==> src/rtl/dword_lsu_pkg.sv <==
package dword_lsu_pkg;

   typedef enum logic [1:0] {
      ACC_IDLE  = 2'd0,
      ACC_LOAD  = 2'd1,
      ACC_STORE = 2'd2,
      ACC_FAULT = 2'd3
   } acc_kind_e;

   // address bits that must be zero for a pair of words of the given width
   function automatic int pair_align_bits(input int word_w);
      return $clog2(word_w / 4);
   endfunction

endpackage

==> src/rtl/dword_lsu_agen.sv <==
module dword_lsu_agen #(
   parameter int ADDR_W       = 32,
   parameter int IDX_W        = 16,
   parameter int ALIGN_BITS   = 3,
   parameter int ROW_W        = 10,
   parameter bit INDEX_SCALED = 1'b1
) (
   input  logic [ADDR_W-1:0] base,
   input  logic [IDX_W-1:0]  index,
   output logic [ADDR_W-1:0] eff_addr,
   output logic              aligned,
   output logic [ROW_W-1:0]  row
);
   logic [ADDR_W-1:0] offset;

   generate
      if (INDEX_SCALED) begin : g_scaled
         assign offset = ADDR_W'(index) << ALIGN_BITS;
      end else begin : g_byte
         assign offset = ADDR_W'(index);
      end
   endgenerate

   assign eff_addr = base + offset;
   assign aligned  = (eff_addr[ALIGN_BITS-1:0] == '0);
   assign row      = eff_addr[ALIGN_BITS +: ROW_W];
endmodule

==> src/rtl/dword_lsu_lanes.sv <==
module dword_lsu_lanes #(
   parameter int WORD_W = 32
) (
   input  logic [WORD_W-1:0]   src_first,
   input  logic [WORD_W-1:0]   src_second,
   output logic [2*WORD_W-1:0] wide_wdata,
   input  logic [2*WORD_W-1:0] wide_rdata,
   output logic [WORD_W-1:0]   dst_first,
   output logic [WORD_W-1:0]   dst_second
);
   // lower address holds the second operand, upper address the first
   assign wide_wdata = {src_first, src_second};
   assign dst_second = wide_rdata[WORD_W-1:0];
   assign dst_first  = wide_rdata[2*WORD_W-1:WORD_W];
endmodule

==> src/rtl/dword_lsu_resp.sv <==
module dword_lsu_resp
   import dword_lsu_pkg::*;
#(
   parameter int ADDR_W = 32
) (
   input  logic              clk,
   input  logic              rst_n,
   input  acc_kind_e         kind,
   input  logic [ADDR_W-1:0] eff_addr,
   output logic              rsp_valid,
   output logic              exc_valid,
   output logic [ADDR_W-1:0] exc_addr
);
   always_ff @(posedge clk) begin
      if (!rst_n) begin
         rsp_valid <= 1'b0;
         exc_valid <= 1'b0;
         exc_addr  <= '0;
      end else begin
         rsp_valid <= (kind == ACC_LOAD);
         exc_valid <= (kind == ACC_FAULT);
         if (kind == ACC_FAULT) begin
            exc_addr <= eff_addr;
         end
      end
   end
endmodule

==> src/rtl/dword_lsu.sv <==
module dword_lsu
   import dword_lsu_pkg::*;
#(
   parameter int ADDR_W       = 32,
   parameter int IDX_W        = 16,
   parameter int WORD_W       = 32,
   parameter int ROW_W        = 10,
   parameter bit INDEX_SCALED = 1'b1
) (
   input  logic                clk,
   input  logic                rst_n,
   input  logic                req_valid,
   input  logic                req_store,
   input  logic [ADDR_W-1:0]   req_base,
   input  logic [IDX_W-1:0]    req_index,
   input  logic [WORD_W-1:0]   src_a,
   input  logic [WORD_W-1:0]   src_b,
   output logic                mem_en,
   output logic                mem_we,
   output logic [ROW_W-1:0]    mem_row,
   output logic [2*WORD_W-1:0] mem_wdata,
   input  logic [2*WORD_W-1:0] mem_rdata,
   output logic                rsp_valid,
   output logic [WORD_W-1:0]   dst_a,
   output logic [WORD_W-1:0]   dst_b,
   output logic                exc_valid,
   output logic [ADDR_W-1:0]   exc_addr
);
   localparam int ALIGN_BITS = pair_align_bits(WORD_W);

   generate
      if (WORD_W < 8 || (WORD_W & (WORD_W - 1)) != 0) begin : g_bad_word
         $error("WORD_W must be a power of two of at least 8");
      end
      if (IDX_W > ADDR_W) begin : g_bad_idx
         $error("IDX_W must not exceed ADDR_W");
      end
      if (ALIGN_BITS + ROW_W > ADDR_W) begin : g_bad_row
         $error("ROW_W too wide for ADDR_W");
      end
   endgenerate

   logic [ADDR_W-1:0] eff_addr;
   logic              aligned;
   acc_kind_e         kind;

   dword_lsu_agen #(
      .ADDR_W(ADDR_W), .IDX_W(IDX_W), .ALIGN_BITS(ALIGN_BITS),
      .ROW_W(ROW_W), .INDEX_SCALED(INDEX_SCALED)
   ) u_agen (
      .base(req_base), .index(req_index),
      .eff_addr(eff_addr), .aligned(aligned), .row(mem_row)
   );

   always_comb begin
      if (!req_valid)     kind = ACC_IDLE;
      else if (!aligned)  kind = ACC_FAULT;
      else if (req_store) kind = ACC_STORE;
      else                kind = ACC_LOAD;
   end

   assign mem_en = (kind == ACC_LOAD) || (kind == ACC_STORE);
   assign mem_we = (kind == ACC_STORE);

   dword_lsu_lanes #(.WORD_W(WORD_W)) u_lanes (
      .src_first(src_a), .src_second(src_b), .wide_wdata(mem_wdata),
      .wide_rdata(mem_rdata), .dst_first(dst_a), .dst_second(dst_b)
   );

   dword_lsu_resp #(.ADDR_W(ADDR_W)) u_resp (
      .clk(clk), .rst_n(rst_n), .kind(kind), .eff_addr(eff_addr),
      .rsp_valid(rsp_valid), .exc_valid(exc_valid), .exc_addr(exc_addr)
   );
endmodule

==> config.mk <==
export PLATFORM = sky130hd
export DESIGN_NAME = dword_lsu
export DESIGN_NICKNAME = d
export VERILOG_FILES = /design/src/rtl/dword_lsu_pkg.sv /design/src/rtl/dword_lsu_agen.sv /design/src/rtl/dword_lsu_lanes.sv /design/src/rtl/dword_lsu_resp.sv /design/src/rtl/dword_lsu.sv
export SDC_FILE = /design/constraint.sdc
export NUM_CORES = 1
export LEC_CHECK = 0
export ABC_AREA = 1
export BUFFER_PORTS_ARGS = -buffer_cell sky130_fd_sc_hd__clkbuf_2
export CAP_MARGIN = 15
export CORE_AREA = 2 2 137 139
export CTS_CLUSTER_DIAMETER = 200
export DETAILED_ROUTE_END_ITERATION = 10
export DIE_AREA = 0 0 139 141
export GPL_TIMING_DRIVEN = 0
export REMOVE_ABC_BUFFERS = 1
export SYNTH_ARGS = -nofsm -noshare
export SYNTH_HDL_FRONTEND = slang
export SYNTH_SLANG_ARGS = --single-unit
export TNS_END_PERCENT = 20
==> constraint.sdc <==
create_clock -name clk -period 4.25 [get_ports clk]
set_input_delay 1.275 -clock clk [delete_from_list [all_inputs] [get_ports clk]]
set_output_delay 1.275 -clock clk [all_outputs]
set_load 0.02 [all_outputs]
==> results of run 1 <==
-- final cells by class --
| cell class | instances | share of cell area, % |
|---|---|---|
| timing repair buffer | 98 | 12.9 |
| inverter | 109 | 10.3 |
| sequential | 34 | 17.2 |
| clock buffer | 7 | 3.59 |
| clock inverter | 1 | 0.126 |
| tap | 234 | 7.38 |
| multi-input combinational | 387 | 48.5 |
-- routing by layer --
layer	GRT usage (%)	vias to the layer above	wire length [um]
li1	-	1806	-
met1	18.9	1493	6500
met2	30.5	314	8840
met3	19.9	31	4340
met4	8.51	6	824
met5	8.52	-	207
-- cell families after synthesis --
logic type	count (synthesis)	share of synthesized area, %
xor+xnor	11	2.37
simple gates	330	34.6
compound gates	26	3.36
buf+inv	256	36.5
fa+ha+maj	20	6.35
flops	34	16.8
-- worst max-delay path by stage --
| stage | to | slack [ps] | start |
|---|---|---|---|
| detailed placement | mem_row[8] | -140 | req_base[3] |
| global placement | mem_row[8] | -120 | req_base[3] |
| CTS | mem_row[8] | 50 | req_base[3] |
| finish | mem_row[9] | 170 | req_base[11] |
| global route | mem_row[8] | 9 | req_base[3] |
| floorplan | mem_row[8] | 290 | req_base[3] |
-- state kept, by name, summed over array words and instances (netlist names) --
name	cells
u_resp.exc_addr	32
u_resp.exc_valid	1
u_resp.rsp_valid	1
-- timing repair --
action                                  4_1_cts  5_1_grt
gates resized for setup                       3        3
endpoints found under the setup margin        1        3
gates cloned                                  0        0
-- worst max-delay path, delay by kind of cell --
| kind | cells | cell delay [ps] |
|---|---|---|
| xor+xnor | 1 | 210 |
| buf+inv | 2 | 280 |
| fa+ha+maj | 1 | 430 |
| simple gates | 4 | 600 |
-- metrics by stage --
stage                     setup TNS, ps  hold slack (ps)
final                                 0              481
after global placement             -116              464
after detailed placement           -143              475
after CTS                             0              484
after floorplan                       0              548
after global routing                  0              508
-- where the power goes --
group	internal, mW	total (mW)	switching (mW)
clock network	0.233	0.383	0.150
logic	0.136	0.411	0.275
registers	0.344	0.357	0.0125
-- layout by cell type (no fill, tap or decap), drive strengths merged --
master  instances
nand2         206
or2             1
o21ai          22
or3             1
dfxtp          34
clkinv          1
a21oi           3
and2            1
nor2           59
ha             19
inv           109
nand3          52
xor2            8
xnor2           3
buf             1
nor3            5
o21bai          1
nand4           5
fa              1
clkbuf        104
==> qor_table.md, run 1 <==
| Result | This run |
| --- | --- |
| Run status | completed |
| Worst-Margin Slew | 729 ps |
| Clock buffer depth | 2 |
| Depth of the worst register-to-register path | 4 |
| Worst setup slack for register-to-register paths | 3540 ps |
| Critical path peak fanout | 4 |
| RSZ-0062 raised after global routing | false |
| Global router's overall resource usage | 20.6% |
| Crit share post-route | 96.1% |
| Clock net sink count | 34 |
| Post-Place Cells | 862 |
| Post-layout nets | 835 |
| Warnings, synthesis | 0 |
| Overall power after layout | 1.15 mW |
| Number of rows created at floorplan | 50 |
| Placeable core area | 18300 um2 |
| Startpoint-to-endpoint class of the critical path | input port to output pin |
| Vias in the first global route | 3419 |
| First-pass detailed-route iteration total | 4 |
| Skew-Pair Late Insertion Delay | 290 ps |
| Worst path arrival time | 2810 ps |
| Slowest cell on the critical path | sky130_fd_sc_hd__ha_1 |
| Top-area cell type share of the netlist area | 25.5% |
| Crit path largest cell delay | 430 ps |
| Post-synthesis async set-or-reset flop share | 0% |
| Starting density of the core | 22.2% |
| Final wirelength | 20700 um |
| Element type at the critical path end | output pin |
| Crit-path cells | clkbuf_2, ha_1, nand2_1, nor2_1, nand3_1, nand3_2, xor2_2, clkbuf_2 |
| Finished layout cell area | 3970 um2 |
| Placer's final routability congestion estimate | 0.892 |
| Min-Delay Path Class | register to register |
| Power density of the placed cells | 290 nW/um2 |
| Number of distinct library cells after synthesis | 29 |
| Die boundary height | 141 um |
| Global-route wire length before repair | 27800 um |
| Setup violators final | 0 |
| Vias after detailed routing | 3650 |
| Required time reported for the critical path endpoint | 2970 ps |
| Pin count of the biggest net entering global routing | 29 |
| Post-Synthesis Mean Instance Area | 6.00 um2 |
| DRC violation count after routing | 0 |
| Initial antenna violation count | 0 |
| Worst slew margin | 51.4% |
| TritonCTS Buffers | 5 |
| Pre-CTS setup slack | -143 ps |
| Final hold violations | 0 |
| Placed Instance Area | 3790 um2 |
| Die width | 139 um |
| TritonCTS clock tree | yes |
| Startpoint of the most critical hold path | u_resp.exc_addr[12]$_SDFFE_PN0P_ |
| Post-synthesis cell count | 677 |
| Final design utilization | 21.7% |
| Netlist area before placement | 4060 um2 |
| Antenna-violating nets left | 0 |
| Most frequently used flop master after synthesis | sky130_fd_sc_hd__dfxtp_1 |
| Ports | 354 |
| # diodes | 0 |
| Final cell count without fillers | 870 |
| Maximum capacitance violations | 0 |
| Area Overhead vs Synth | -2.22% |
| Depth of the worst hold-timing path | 2 |
| Number of max-slew violations in the final report | 0 |
| Critical path launch point type | input port |
| Sequential cell area | 681 um2 |
| Cell at the root of the clock tree | sky130_fd_sc_hd__clkbuf_16 |
| Footprint of the multi-input gates | 1930 um2 |
| DRC marker count from the first detailed-route iteration | 215 |
| Most frequent cell after synthesis | sky130_fd_sc_hd__nand2_1 |
| Terminating pin of the worst hold path | u_resp.exc_addr[12]$_SDFFE_PN0P_ |
| Detail Placement HPWL | 18200 um |
| Most used standard cells in the synthesized netlist | sky130_fd_sc_hd__nand2_1, sky130_fd_sc_hd__buf_4, sky130_fd_sc_hd__inv_1 |
| Overflow after GRT | 0 |
| Die Outline Area | 19600 um2 |
| Worst Slack Setup Final | 167 ps |
| Post-CTS Hold Fix Bufs | 0 |
| Maximum frequency from static timing analysis | 0.245 GHz |
| Count of flip-flops with a built-in enable after synthesis | 0 |
| Level count of the clock H-tree | 2 |
| Worst setup skew after layout | 0 ps |
| Worst ir drop on vdd | 0.000181 V |
| Endpoint of the lowest-slack register-to-register path | u_resp.exc_addr[19]$_SDFFE_PN0P_ |
| Area leader, netlist | sky130_fd_sc_hd__buf_4 |
| Setup Fix Bufs, Post-CTS | 0 |
| Part of the Yosys area used for sequential elements | 16.8% |
| Vias per std cell | 4.20 |
| Biggest area contributors in the synthesized netlist | sky130_fd_sc_hd__buf_4, sky130_fd_sc_hd__nand2_1, sky130_fd_sc_hd__dfxtp_1, sky130_fd_sc_hd__inv_1, sky130_fd_sc_hd__nand3_1 |
| Startpoint of the most critical register-to-register path | u_resp.exc_addr[19]$_SDFFE_PN0P_ |
| Filler instances | 2156 |
| Static power due to leakage | 2.40 nW |
| Layout cell share with drive strength beyond 1 | 22.0% |
| Number of input and output port buffers inserted | 97 |
| Final critical path time including I/O delays and setup | 4080 ps |
| Flip-flop and latch count after synthesis | 34 |
| Drt wl/cell | 23.8 um |
| Crit path top cell by count | sky130_fd_sc_hd__clkbuf_2 |
| Clock transition at the register clock pins on the worst setup and hold paths after CTS | 50 ps |
No activity file was read; power rests on OpenSTA's default activity.
==> run 2, diff against run 1 <==
- CELL_PAD_IN_SITES_DETAIL_PLACEMENT: not set -> 0
- CELL_PAD_IN_SITES_GLOBAL_PLACEMENT: not set -> 1
- PLACE_DENSITY_LB_ADDON: not set -> 0.1
==> qor_table.md, run 2 (synthesis results as in run 1) <==
| Result | This run | Delta |
| --- | --- | --- |
| Run status | completed | unchanged |
| Layout cell share with drive strength beyond 1 | 22.6% | was 22.0% |
| Number of input and output port buffers inserted | 97 | unchanged |
| Finished layout cell area | 4000 um2 | was 3970 um2 |
| Terminating pin of the worst hold path | u_resp.exc_addr[12]$_SDFFE_PN0P_ | unchanged |
| TritonCTS Buffers | 5 | unchanged |
| Global router's overall resource usage | 21.7% | was 20.6% |
| Worst setup skew after layout | 0 ps | unchanged |
| Worst-Margin Slew | 849 ps | was 729 ps |
| Worst slew margin | 43.3% | was 51.4% |
| Depth of the worst hold-timing path | 2 | unchanged |
| Maximum capacitance violations | 0 | unchanged |
| Detail Placement HPWL | 18700 um | was 18200 um |
| Worst ir drop on vdd | 0.000137 V | was 0.000181 V |
| Final hold violations | 0 | unchanged |
| Number of max-slew violations in the final report | 0 | unchanged |
| RSZ-0062 raised after global routing | false | unchanged |
| Placed Instance Area | 3780 um2 | was 3790 um2 |
| Post-Place Cells | 862 | unchanged |
| Final critical path time including I/O delays and setup | 4120 ps | was 4080 ps |
| Endpoint of the lowest-slack register-to-register path | u_resp.exc_addr[10]$_SDFFE_PN0P_ | was u_resp.exc_addr[19]$_SDFFE_PN0P_ |
| Worst Slack Setup Final | 132 ps | was 167 ps |
| Critical path peak fanout | 4 | unchanged |
| Crit share post-route | 96.9% | was 96.1% |
| Skew-Pair Late Insertion Delay | 300 ps | was 290 ps |
| Worst slack on hold paths | 477 ps | was 481 ps |
| Slowest cell on the critical path | sky130_fd_sc_hd__fa_2 | was sky130_fd_sc_hd__ha_1 |
| Global-route wire length before repair | 29400 um | was 27800 um |
| Worst setup slack for register-to-register paths | 3550 ps | was 3540 ps |
| Ports | 354 | unchanged |
| Drt wl/cell | 24.9 um | was 23.8 um |
| Maximum frequency from static timing analysis | 0.243 GHz | was 0.245 GHz |
| Clock net sink count | 34 | unchanged |
| Crit path largest cell delay | 400 ps | was 430 ps |
| Crit-path cells | clkbuf_2, ha_2, fa_2, nand3_1, nand3_2, nand2_1, nand2_2, xor2_2, clkbuf_4 | was clkbuf_2, ha_1, nand2_1, nor2_1, nand3_1, nand3_2, xor2_2, clkbuf_2 |
| Met2 capacity usage during global routing | 33.1% | was 30.5% |
| Antenna-violating nets left | 0 | unchanged |
| Clock transition at the register clock pins on the worst setup and hold paths after CTS | 70 ps | was 50 ps |
| Static power due to leakage | 2.41 nW | was 2.40 nW |
| Most common cell after layout, fill and taps aside | sky130_fd_sc_hd__nand2_1 | unchanged |
| Depth of the worst register-to-register path | 4 | unchanged |
| Top register by number of flip-flops | u_resp.exc_addr | unchanged |
| Startpoint of the most critical register-to-register path | u_resp.exc_addr[10]$_SDFFE_PN0P_ | was u_resp.exc_addr[19]$_SDFFE_PN0P_ |
| Pin count of the biggest net entering global routing | 29 | unchanged |
| Vias after detailed routing | 3722 | was 3650 |
| DRC violation count after routing | 0 | unchanged |
| Commonest non-fill, non-tap cells in the layout | sky130_fd_sc_hd__nand2_1, sky130_fd_sc_hd__inv_1, sky130_fd_sc_hd__clkbuf_2 | unchanged |
| DRC marker count from the first detailed-route iteration | 217 | was 215 |
| Final cell count without fillers | 872 | was 870 |
| Final wirelength | 21700 um | was 20700 um |
| Grt met3 use | 17.8% | was 19.9% |
| Min-Delay Path Class | register to register | unchanged |
| Initial antenna violation count | 0 | unchanged |
| Post-layout nets | 837 | was 835 |
| Area Overhead vs Synth | -1.54% | was -2.22% |
| Power density of the placed cells | 308 nW/um2 | was 290 nW/um2 |
| Overall power after layout | 1.23 mW | was 1.15 mW |
| Final design utilization | 21.9% | was 21.7% |
| Critical path launch point type | input port | unchanged |
| Post-Route Setup TNS | 0 ps | unchanged |
| Startpoint of the most critical hold path | u_resp.exc_addr[12]$_SDFFE_PN0P_ | unchanged |
| Post-CTS Hold Fix Bufs | 0 | unchanged |
| Die boundary height | 141 um | unchanged |
| Setup violators final | 0 | unchanged |
| # diodes | 0 | unchanged |
| First-pass detailed-route iteration total | 4 | unchanged |
| GR met1 Demand/Resource | 21.8% | was 18.9% |
| Flip-flop count of the largest register, all copies and words added | 32 | unchanged |
| Overflow after GRT | 0 | unchanged |
| Top flop regs | u_resp.exc_addr (32), u_resp.exc_valid (1), u_resp.rsp_valid (1) | unchanged |
| Clock buffer depth | 2 | unchanged |
| Element type at the critical path end | output pin | unchanged |
| Placeable core area | 18300 um2 | unchanged |
| Worst path arrival time | 2840 ps | was 2810 ps |
| TritonCTS clock tree | yes | unchanged |
| GR peak layer | met2 | unchanged |
| Die Outline Area | 19600 um2 | unchanged |
| Vias in the first global route | 3563 | was 3419 |
| Pre-CTS setup slack | -301 ps | was -143 ps |
| Die width | 139 um | unchanged |
| Starting density of the core | 22.2% | unchanged |
| Filler instances | 2151 | was 2156 |
| Vias per std cell | 4.27 | was 4.20 |
| Number of rows created at floorplan | 50 | unchanged |
| Required time reported for the critical path endpoint | 2970 ps | about the same |
| Placer's final routability congestion estimate | 0.820 | was 0.892 |
| Level count of the clock H-tree | 2 | unchanged |
| Cell at the root of the clock tree | sky130_fd_sc_hd__clkbuf_16 | unchanged |
| Startpoint-to-endpoint class of the critical path | input port to output pin | unchanged |
[run 2: metal layers]
layer  wire (um)  share of wire [%]
met1        7740                 36
met2        9510                 44
met3        3730                 17
met4         553                2.5
met5         166               0.76
[run 2: layout make-up]
class | instances | area [um2] | area share [%]
clock inverters | 3 | 45.0 | 1.13
well taps | 234 | 293 | 7.33
inverters | 109 | 409 | 10.2
flip-flops and latches | 34 | 681 | 17.0
repair buffers | 100 | 518 | 13.0
multi-input cells | 387 | 1930 | 48.2
clock buffers | 5 | 125 | 3.13
[run 2: what timing repair did]
| item | 4_1_cts | 5_1_grt |
|---|---|---|
| pin swaps | 2 | 0 |
| setup buffers | 2 | 0 |
| endpoints found under the setup margin | 1 | 2 |
| resized for setup | 6 | 2 |
| cloned | 0 | 0 |
[run 2: worst max path at each step]
stage | from | end
floorplan | req_base[3] | mem_row[8]
global placement | req_base[3] | mem_row[8]
CTS | req_index[6] | mem_row[9]
finish | req_base[3] | mem_row[8]
detailed placement | req_base[3] | mem_row[8]
global route | req_base[11] | mem_row[9]
[run 2: critical path, delay by kind of cell]
family	cells	cell delay (ps)
adders and majority gates	2	620
and+or+nand+nor	4	430
buffers and inverters	2	290
xor gates and xnor gates	1	220
[run 2: power breakdown]
group | internal (mW) | switching [mW]
registers | 0.344 | 0.0124
clock network | 0.277 | 0.180
logic | 0.138 | 0.279
total | 0.759 | 0.471
